`config.mk`:
```
export PLATFORM = sky130hd
export DESIGN_NAME = arrow_key_tracker
export DESIGN_NICKNAME = d
export VERILOG_FILES = /design/src/rtl/arrow_pkg.sv /design/src/rtl/arrow_code_match.sv /design/src/rtl/arrow_seq_parser.sv /design/src/rtl/key_flag_bank.sv /design/src/rtl/arrow_key_tracker.sv
export SDC_FILE = /design/constraint.sdc
export NUM_CORES = 1
export LEC_CHECK = 0
export ABC_AREA = 1
export BUFFER_PORTS_ARGS = -buffer_cell sky130_fd_sc_hd__buf_4
export CORE_AREA = 2 2 39 41
export DETAILED_ROUTE_END_ITERATION = 6
export DIE_AREA = 0 0 41 43
export PLACE_DENSITY_LB_ADDON = 0.12
export SLEW_MARGIN = 20
export SYNTH_ARGS = -nofsm -noshare
export SYNTH_HDL_FRONTEND = slang
export SYNTH_SLANG_ARGS = --single-unit
export TNS_END_PERCENT = 30
```
`constraint.sdc`:
```
create_clock -name clk -period 2 [get_ports clk]
set_input_delay 0.6 -clock clk [delete_from_list [all_inputs] [get_ports clk]]
set_output_delay 0.6 -clock clk [all_outputs]
set_load 0.02 [all_outputs]
```
`src/rtl/arrow_pkg.sv`:
```
package arrow_pkg;
    localparam int BYTE_W    = 8;
    localparam int KEY_COUNT = 4;

    localparam logic [BYTE_W-1:0] PFX_EXT = 8'hE0;
    localparam logic [BYTE_W-1:0] PFX_REL = 8'hF0;

    // index 0 up, 1 down, 2 left, 3 right
    localparam logic [BYTE_W-1:0] ARROW_CODE [KEY_COUNT] = '{8'h75, 8'h72, 8'h6B, 8'h74};

    typedef enum logic [1:0] {
        ST_IDLE    = 2'd0,
        ST_EXT     = 2'd1,
        ST_EXT_REL = 2'd2,
        ST_REL     = 2'd3
    } seq_state_e;
endpackage

```
`src/rtl/arrow_code_match.sv`:
```
module arrow_code_match
    import arrow_pkg::*;
#(
    parameter int NKEYS = KEY_COUNT
) (
    input  logic [BYTE_W-1:0] code_in,
    output logic [NKEYS-1:0]  hit
);
    for (genvar k = 0; k < NKEYS; k++) begin : g_cmp
        assign hit[k] = (code_in == ARROW_CODE[k]);
    end
endmodule

```
`src/rtl/arrow_seq_parser.sv`:
```
module arrow_seq_parser
    import arrow_pkg::*;
#(
    parameter int NKEYS = KEY_COUNT
) (
    input  logic              clk,
    input  logic              rst,
    input  logic              byte_valid,
    input  logic [BYTE_W-1:0] byte_in,
    input  logic [NKEYS-1:0]  code_hit,
    output seq_state_e        state,
    output logic [NKEYS-1:0]  set_req,
    output logic [NKEYS-1:0]  clr_req
);
    seq_state_e nxt;

    always_ff @(posedge clk) begin
        if (rst) state <= ST_IDLE;
        else     state <= nxt;
    end

    always_comb begin
        nxt     = state;
        set_req = '0;
        clr_req = '0;
        if (byte_valid) begin
            unique case (state)
                ST_IDLE: begin
                    if (byte_in == PFX_EXT)      nxt = ST_EXT;
                    else if (byte_in == PFX_REL) nxt = ST_REL;
                    else                         nxt = ST_IDLE;
                end
                ST_EXT: begin
                    if (byte_in == PFX_REL) begin
                        nxt = ST_EXT_REL;
                    end else begin
                        nxt     = ST_IDLE;
                        set_req = code_hit;
                    end
                end
                ST_EXT_REL: begin
                    nxt     = ST_IDLE;
                    clr_req = code_hit;
                end
                ST_REL: begin
                    nxt = ST_IDLE;
                end
            endcase
        end
    end
endmodule

```
`src/rtl/key_flag_bank.sv`:
```
module key_flag_bank #(
    parameter int NKEYS = 4
) (
    input  logic             clk,
    input  logic             rst,
    input  logic [NKEYS-1:0] set_req,
    input  logic [NKEYS-1:0] clr_req,
    output logic [NKEYS-1:0] held
);
    for (genvar k = 0; k < NKEYS; k++) begin : g_flag
        always_ff @(posedge clk) begin
            if (rst)             held[k] <= 1'b0;
            else if (set_req[k]) held[k] <= 1'b1;
            else if (clr_req[k]) held[k] <= 1'b0;
        end
    end
endmodule

```
`src/rtl/arrow_key_tracker.sv`:
```
module arrow_key_tracker
    import arrow_pkg::*;
(
    input  logic              clk,
    input  logic              rst,
    input  logic [BYTE_W-1:0] rx_byte,
    input  logic              rx_valid,
    output logic [KEY_COUNT-1:0] key_held
);
    logic [KEY_COUNT-1:0] code_hit;
    logic [KEY_COUNT-1:0] set_req;
    logic [KEY_COUNT-1:0] clr_req;
    seq_state_e           cur_state;

    arrow_code_match #(.NKEYS(KEY_COUNT)) u_match (
        .code_in (rx_byte),
        .hit     (code_hit)
    );

    arrow_seq_parser #(.NKEYS(KEY_COUNT)) u_parser (
        .clk        (clk),
        .rst        (rst),
        .byte_valid (rx_valid),
        .byte_in    (rx_byte),
        .code_hit   (code_hit),
        .state      (cur_state),
        .set_req    (set_req),
        .clr_req    (clr_req)
    );

    key_flag_bank #(.NKEYS(KEY_COUNT)) u_flags (
        .clk     (clk),
        .rst     (rst),
        .set_req (set_req),
        .clr_req (clr_req),
        .held    (key_held)
    );
endmodule

```
### Yosys cells after proc, flatten, opt, wreduce, memory -nomap -nowiden

Cells that the tools add are included.

| storage, ports and cells | value |
|---|---|
| output and inout port bits | 4 |
| register bits | 6 |
| logic and storage cells | 37 |
| input bits | 11 |

| cells by class | value |
|---|---|
| eq/ne operators | 9 |
| muxes and demuxes | 17 |
| reduce and logical (&&, ||, !) cells | 6 |

Operator list:

| kind | number |
|---|---|
| $eq A8 B7 Y1 const B | 4 |
| $mux W4 | 5 |
| $eq A8 B8 Y1 const B | 2 |
| $mux W1 | 8 |
| $reduce_bool A2 Y1 | 4 |
| $mux W2 | 3 |
| $pmux W2 S3 | 1 |
| $eq A2 B2 Y1 const B | 2 |
| $eq A2 B1 Y1 const B | 1 |
| $logic_not A2 Y1 | 1 |
| $reduce_or A2 Y1 | 1 |

### Longest topological paths before layout

| depth | value |
|---|---|
| word-level depth | 5 |
| mapped depth | 6 |
| depth with buffers taken out | 6 |

### By module

A second synthesis with hierarchy kept.

| unflattened totals | value |
|---|---|
| cell total of the unflattened synthesis | 85 |
| area total of the unflattened synthesis | 449.2 um2 |

Modules (own cells, without submodules):

| module | cells each | area an instance (um2) | instances | seq. area each (um2) |
|---|---|---|---|---|
| arrow_seq_parser | 39 | 203.9 | 1 | 40.0 |
| key_flag_bank | 20 | 145.1 | 1 | 80.1 |
| arrow_code_match | 26 | 100.1 | 1 | 0.0 |

### Least setup slack after synthesis

No wires, ideal clock.

| path | value |
|---|---|
| path type | input -> register |
| start point | input port rx_byte[2] |
| end point | register u_flags.held[0] |
| path slack | 0.814 ns |
| arrival | 1.070 ns |
| stages on the path | 6 |
| buffers on the path | 0 |
| setup time | 0.116 ns |
| required time | 1.884 ns |
| cells stage by stage | inv_1 > nand2_1 > nor2_2 > nand2_2 > nand3_1 > a21oi_1 |

| on the way | value |
|---|---|
| cells in the longest elaborated chain, start to end | 5 |
| elaborated cells on any way between the ends | 9 |
| classes of those cells | eq/ne (2); mux (6); reduce/logical (1) |

RTL lines:

| what | RTL line | text |
|---|---|---|
| from (decl) | arrow_key_tracker.sv:6 | `input logic [BYTE_W-1:0] rx_byte,` |
| $eq A8 B7 Y1 / $eq A8 B8 Y1 (equally long branches) | arrow_code_match.sv:10, arrow_seq_parser.sv:34 |  |
| $mux W4 | arrow_seq_parser.sv:34 | `if (byte_in == PFX_REL) begin` |
| $mux W4 | arrow_seq_parser.sv:27 | `unique case (state)` |
| $mux W4 | arrow_seq_parser.sv:26 | `if (byte_valid) begin` |
| $mux W1 / $reduce_bool A2 Y1 (equally long branches) | - |  |
| to (signal, indexed assignment) | key_flag_bank.sv:12 | `if (rst) held[k] <= 1'b0;` |
| to (signal, indexed assignment) | key_flag_bank.sv:13 | `else if (set_req[k]) held[k] <= 1'b1;` |
| to (signal, indexed assignment) | key_flag_bank.sv:14 | `else if (clr_req[k]) held[k] <= 1'b0;` |
| to (decl) | key_flag_bank.sv:8 | `output logic [NKEYS-1:0] held` |

Parallel ways exist; a longest one is shown, timed or not.
A chain may end at the register's enable or synchronous reset.

### Final worst setup path

| path | value |
|---|---|
| start point | register u_flags.held[2] |
| end point | output port key_held[2] |

RTL lines:

| what | RTL line | text |
|---|---|---|
| to (decl) | arrow_key_tracker.sv:8 | `output logic [KEY_COUNT-1:0] key_held` |

No word-level cell between the ends.

==> results.cfg <==
[status]
result_of_the_run = complete, no violations

[hold_path]
timing.hold.worst.start = u_flags.held[3]
worstHoldPathType = flop to flop

[detailed_routing]
firstDrtPassIters = 4
routed_wl_um = 985
vias = 483
vias_per_cell = 4.431
wl_per_cell_um = 9.037
drc_errors = 0
dr.first_iter.drc_count = 13
antenna_left = 0

[global_route]
grt_start_max_net_pins = 7
grt_overflow = 0
global_route.usage.total = 0.1270
number_of_global_route_vias_before_repair = 398
grt_antenna_before_repair = 0
grt_first_pass_wirelength_mm = 1.504

[critical_path]
worst_ep_arrival_time_ns = 0.71
cpPeakStageDelay_ns = 0.33
critical_path_buf_inv_count = 1
path_cells = buf_4
worst_path_dominant_cell_family = flip-flops
crit-reg2reg-launch = u_parser.state[1]
critPathRequiredTime_ns = 1.40
critPathMaxFanout = 2
timing.critical_path.from_type = flop
crit_start = u_flags.held[2]
timing_worst_setup_path_type = flop to output pin
crit_slowest_cell = dfxtp_1
timing.critical_path.to_type = output pin

[floorplan]
placeableCoreArea_mm2 = 0.001384
die_width_um = 41
initial_standard_cell_utilization_of_the_core = 0.3101
io-pin-count = 15
fp_rows = 14
die-height_um = 43
die_area_mm2 = 0.001763

[yosys]
post_synth_cell_types = 12
synth-warning-count = 0
postSynthCellCount = 76
postSynthRegisterBits = 6
synthesis.area_um2 = 429.2
syn_avg_cell_area_um2 = 5.647
synth_sequential_area_ratio = 0.2799
total_nets_after_synthesis = 87

[finish]
multi_input_area_um2 = 267.8
syn2layout_area_growth_pct = 34.40
finish.net_count = 106
most_used_cells_in_the_layout_excluding_fill_and_tap_cells = nand2_1, nor2_1, buf_4, inv_1, nand3_1
layout-drive-gt1-share = 0.2688
n_antenna_cell = 0
layout_commonest_cell = nand2_1
seq_area_um2 = 120.1
filler_cell_count = 163

[timing]
hold_ws_ns = 0.4620
finClkSkew_ns = 0.0002973
hold_violations = 0
timing.fmax_mhz = 764.4
final.min_clock_period_ns = 1.308
report.final.setup_viol = 0
fin_setup_tns_ns = 0
timing.slew.headroom = 0.8553
pin_slew_with_the_least_headroom_to_its_limit_ns = 0.2163
min_period_over_period = 0.6541
final_max_slew_viol_count = 0
rsz0062_at_grt = false

[clock_tree]
clkLatencyLatePin_ns = 0.24
cts_inserted_buffers = 3
root_buffer = clkbuf_4
tritoncts = done
post_cts.repair.setup_buffers = 0
hold_buffers = 0
worst_setup_hold_path_clk_slew_ns = 0.04
cts_repair_resize_count = 0
cts_num_sinks = 6
clockBufferDepth = 2
h-tree-depth = 1

[power]
power_frac_comb = 0.172
switching_power_mw = 0.06747
clk_pwr_share = 0.393
total_leakage_power_nw = 0.2632
cell_internal_pwr_mw = 0.2087
vdd.ir_drop.worst_mv = 0.2856
power_switching_share = 0.2443
power.share.sequential = 0.435
power_density_mw_per_mm2 = 478.8

[placed_design]
dp_hpwl_um = 826.6
port_buffers = 14
gp_congestion = 0.7086

[run]
max-cap-violations = 0
synth_stat cells:
library cell,instances,share of area
a21oi_1,6,0.070
dfxtp_1,6,0.28
inv_1,9,0.079
inv_2,2,0.017
nand2_1,19,0.17
nand2_2,2,0.029
nand3_1,9,0.10
nand4_1,2,0.029
nor2_1,16,0.14
nor2_2,3,0.044
nor3_2,1,0.023
o21bai_1,1,0.017
registers in the layout, indices dropped and copies added, names as in the netlist:
name and count:
u_parser.state 2, u_flags.held 4
metrics by stage:
step | utilization | area [um2] | setup slack (ns) | power [mW] | cells
2_1_floorplan | - | 429.2 | 0.8141 | 0.1441 | 76
3_3_place_gp | 0.4005 | 554.3 | 0.6139 | 0.1693 | 106
5_1_grt | 0.4168 | 576.8 | 0.6653 | 0.2915 | 109
3_5_place_dp | 0.4005 | 554.3 | 0.5882 | 0.1698 | 106
4_1_cts | 0.4168 | 576.8 | 0.6818 | 0.2827 | 109
6_report | 0.4168 | 576.8 | 0.6918 | 0.2762 | 109
per-layer routing:
| layer | vias up | global-route usage | wire length (um) |
|---|---|---|---|
| met5 | - | 0 | 0 |
| met4 | 0 | 0.06000 | 0 |
| met3 | 0 | 0.04712 | 47 |
| met2 | 10 | 0.1875 | 489 |
| met1 | 201 | 0.1564 | 448 |
| li1 | 272 | - | - |
worst paths after layout:
check | cells after the start | endpoint | slack (ns)
worst max-delay path | 1 | key_held[2] | 0.69
worst min-delay path | 2 | u_flags.held[3] | 0.46
worst max register to register | 5 | u_flags.held[3] | 1.04
worst min register to register | 2 | u_flags.held[3] | 0.46
layout make-up:
class                   instances  area share
clock buffers                   3     0.03905
multi-input cells              59      0.4642
inverters                      11     0.07158
flip-flops and latches          6      0.2082
well taps                      16     0.03471
repair buffers                 14      0.1822
cell families (layout without fill, tap and decap cells):
kind of cell / after synthesis / count (layout) / share of synthesized area
DFF: 6 / 6 / 0.2799
AOI/OAI and AO/OA: 7 / 7 / 0.08747
buffers and inverters: 11 / 28 / 0.09621
and+or+nand+nor: 52 / 52 / 0.5364
power by group through the flow:
stage	combinational, mW	clock [mW]	sequential [mW]
2_1_floorplan	0.0218	0	0.122
3_3_place_gp	0.0470	0	0.122
3_5_place_dp	0.0475	0	0.122
4_1_cts	0.0478	0.115	0.120
5_1_grt	0.0531	0.118	0.120
6_report	0.0475	0.108	0.120
Note: power is estimated with default switching activity, not from simulation.
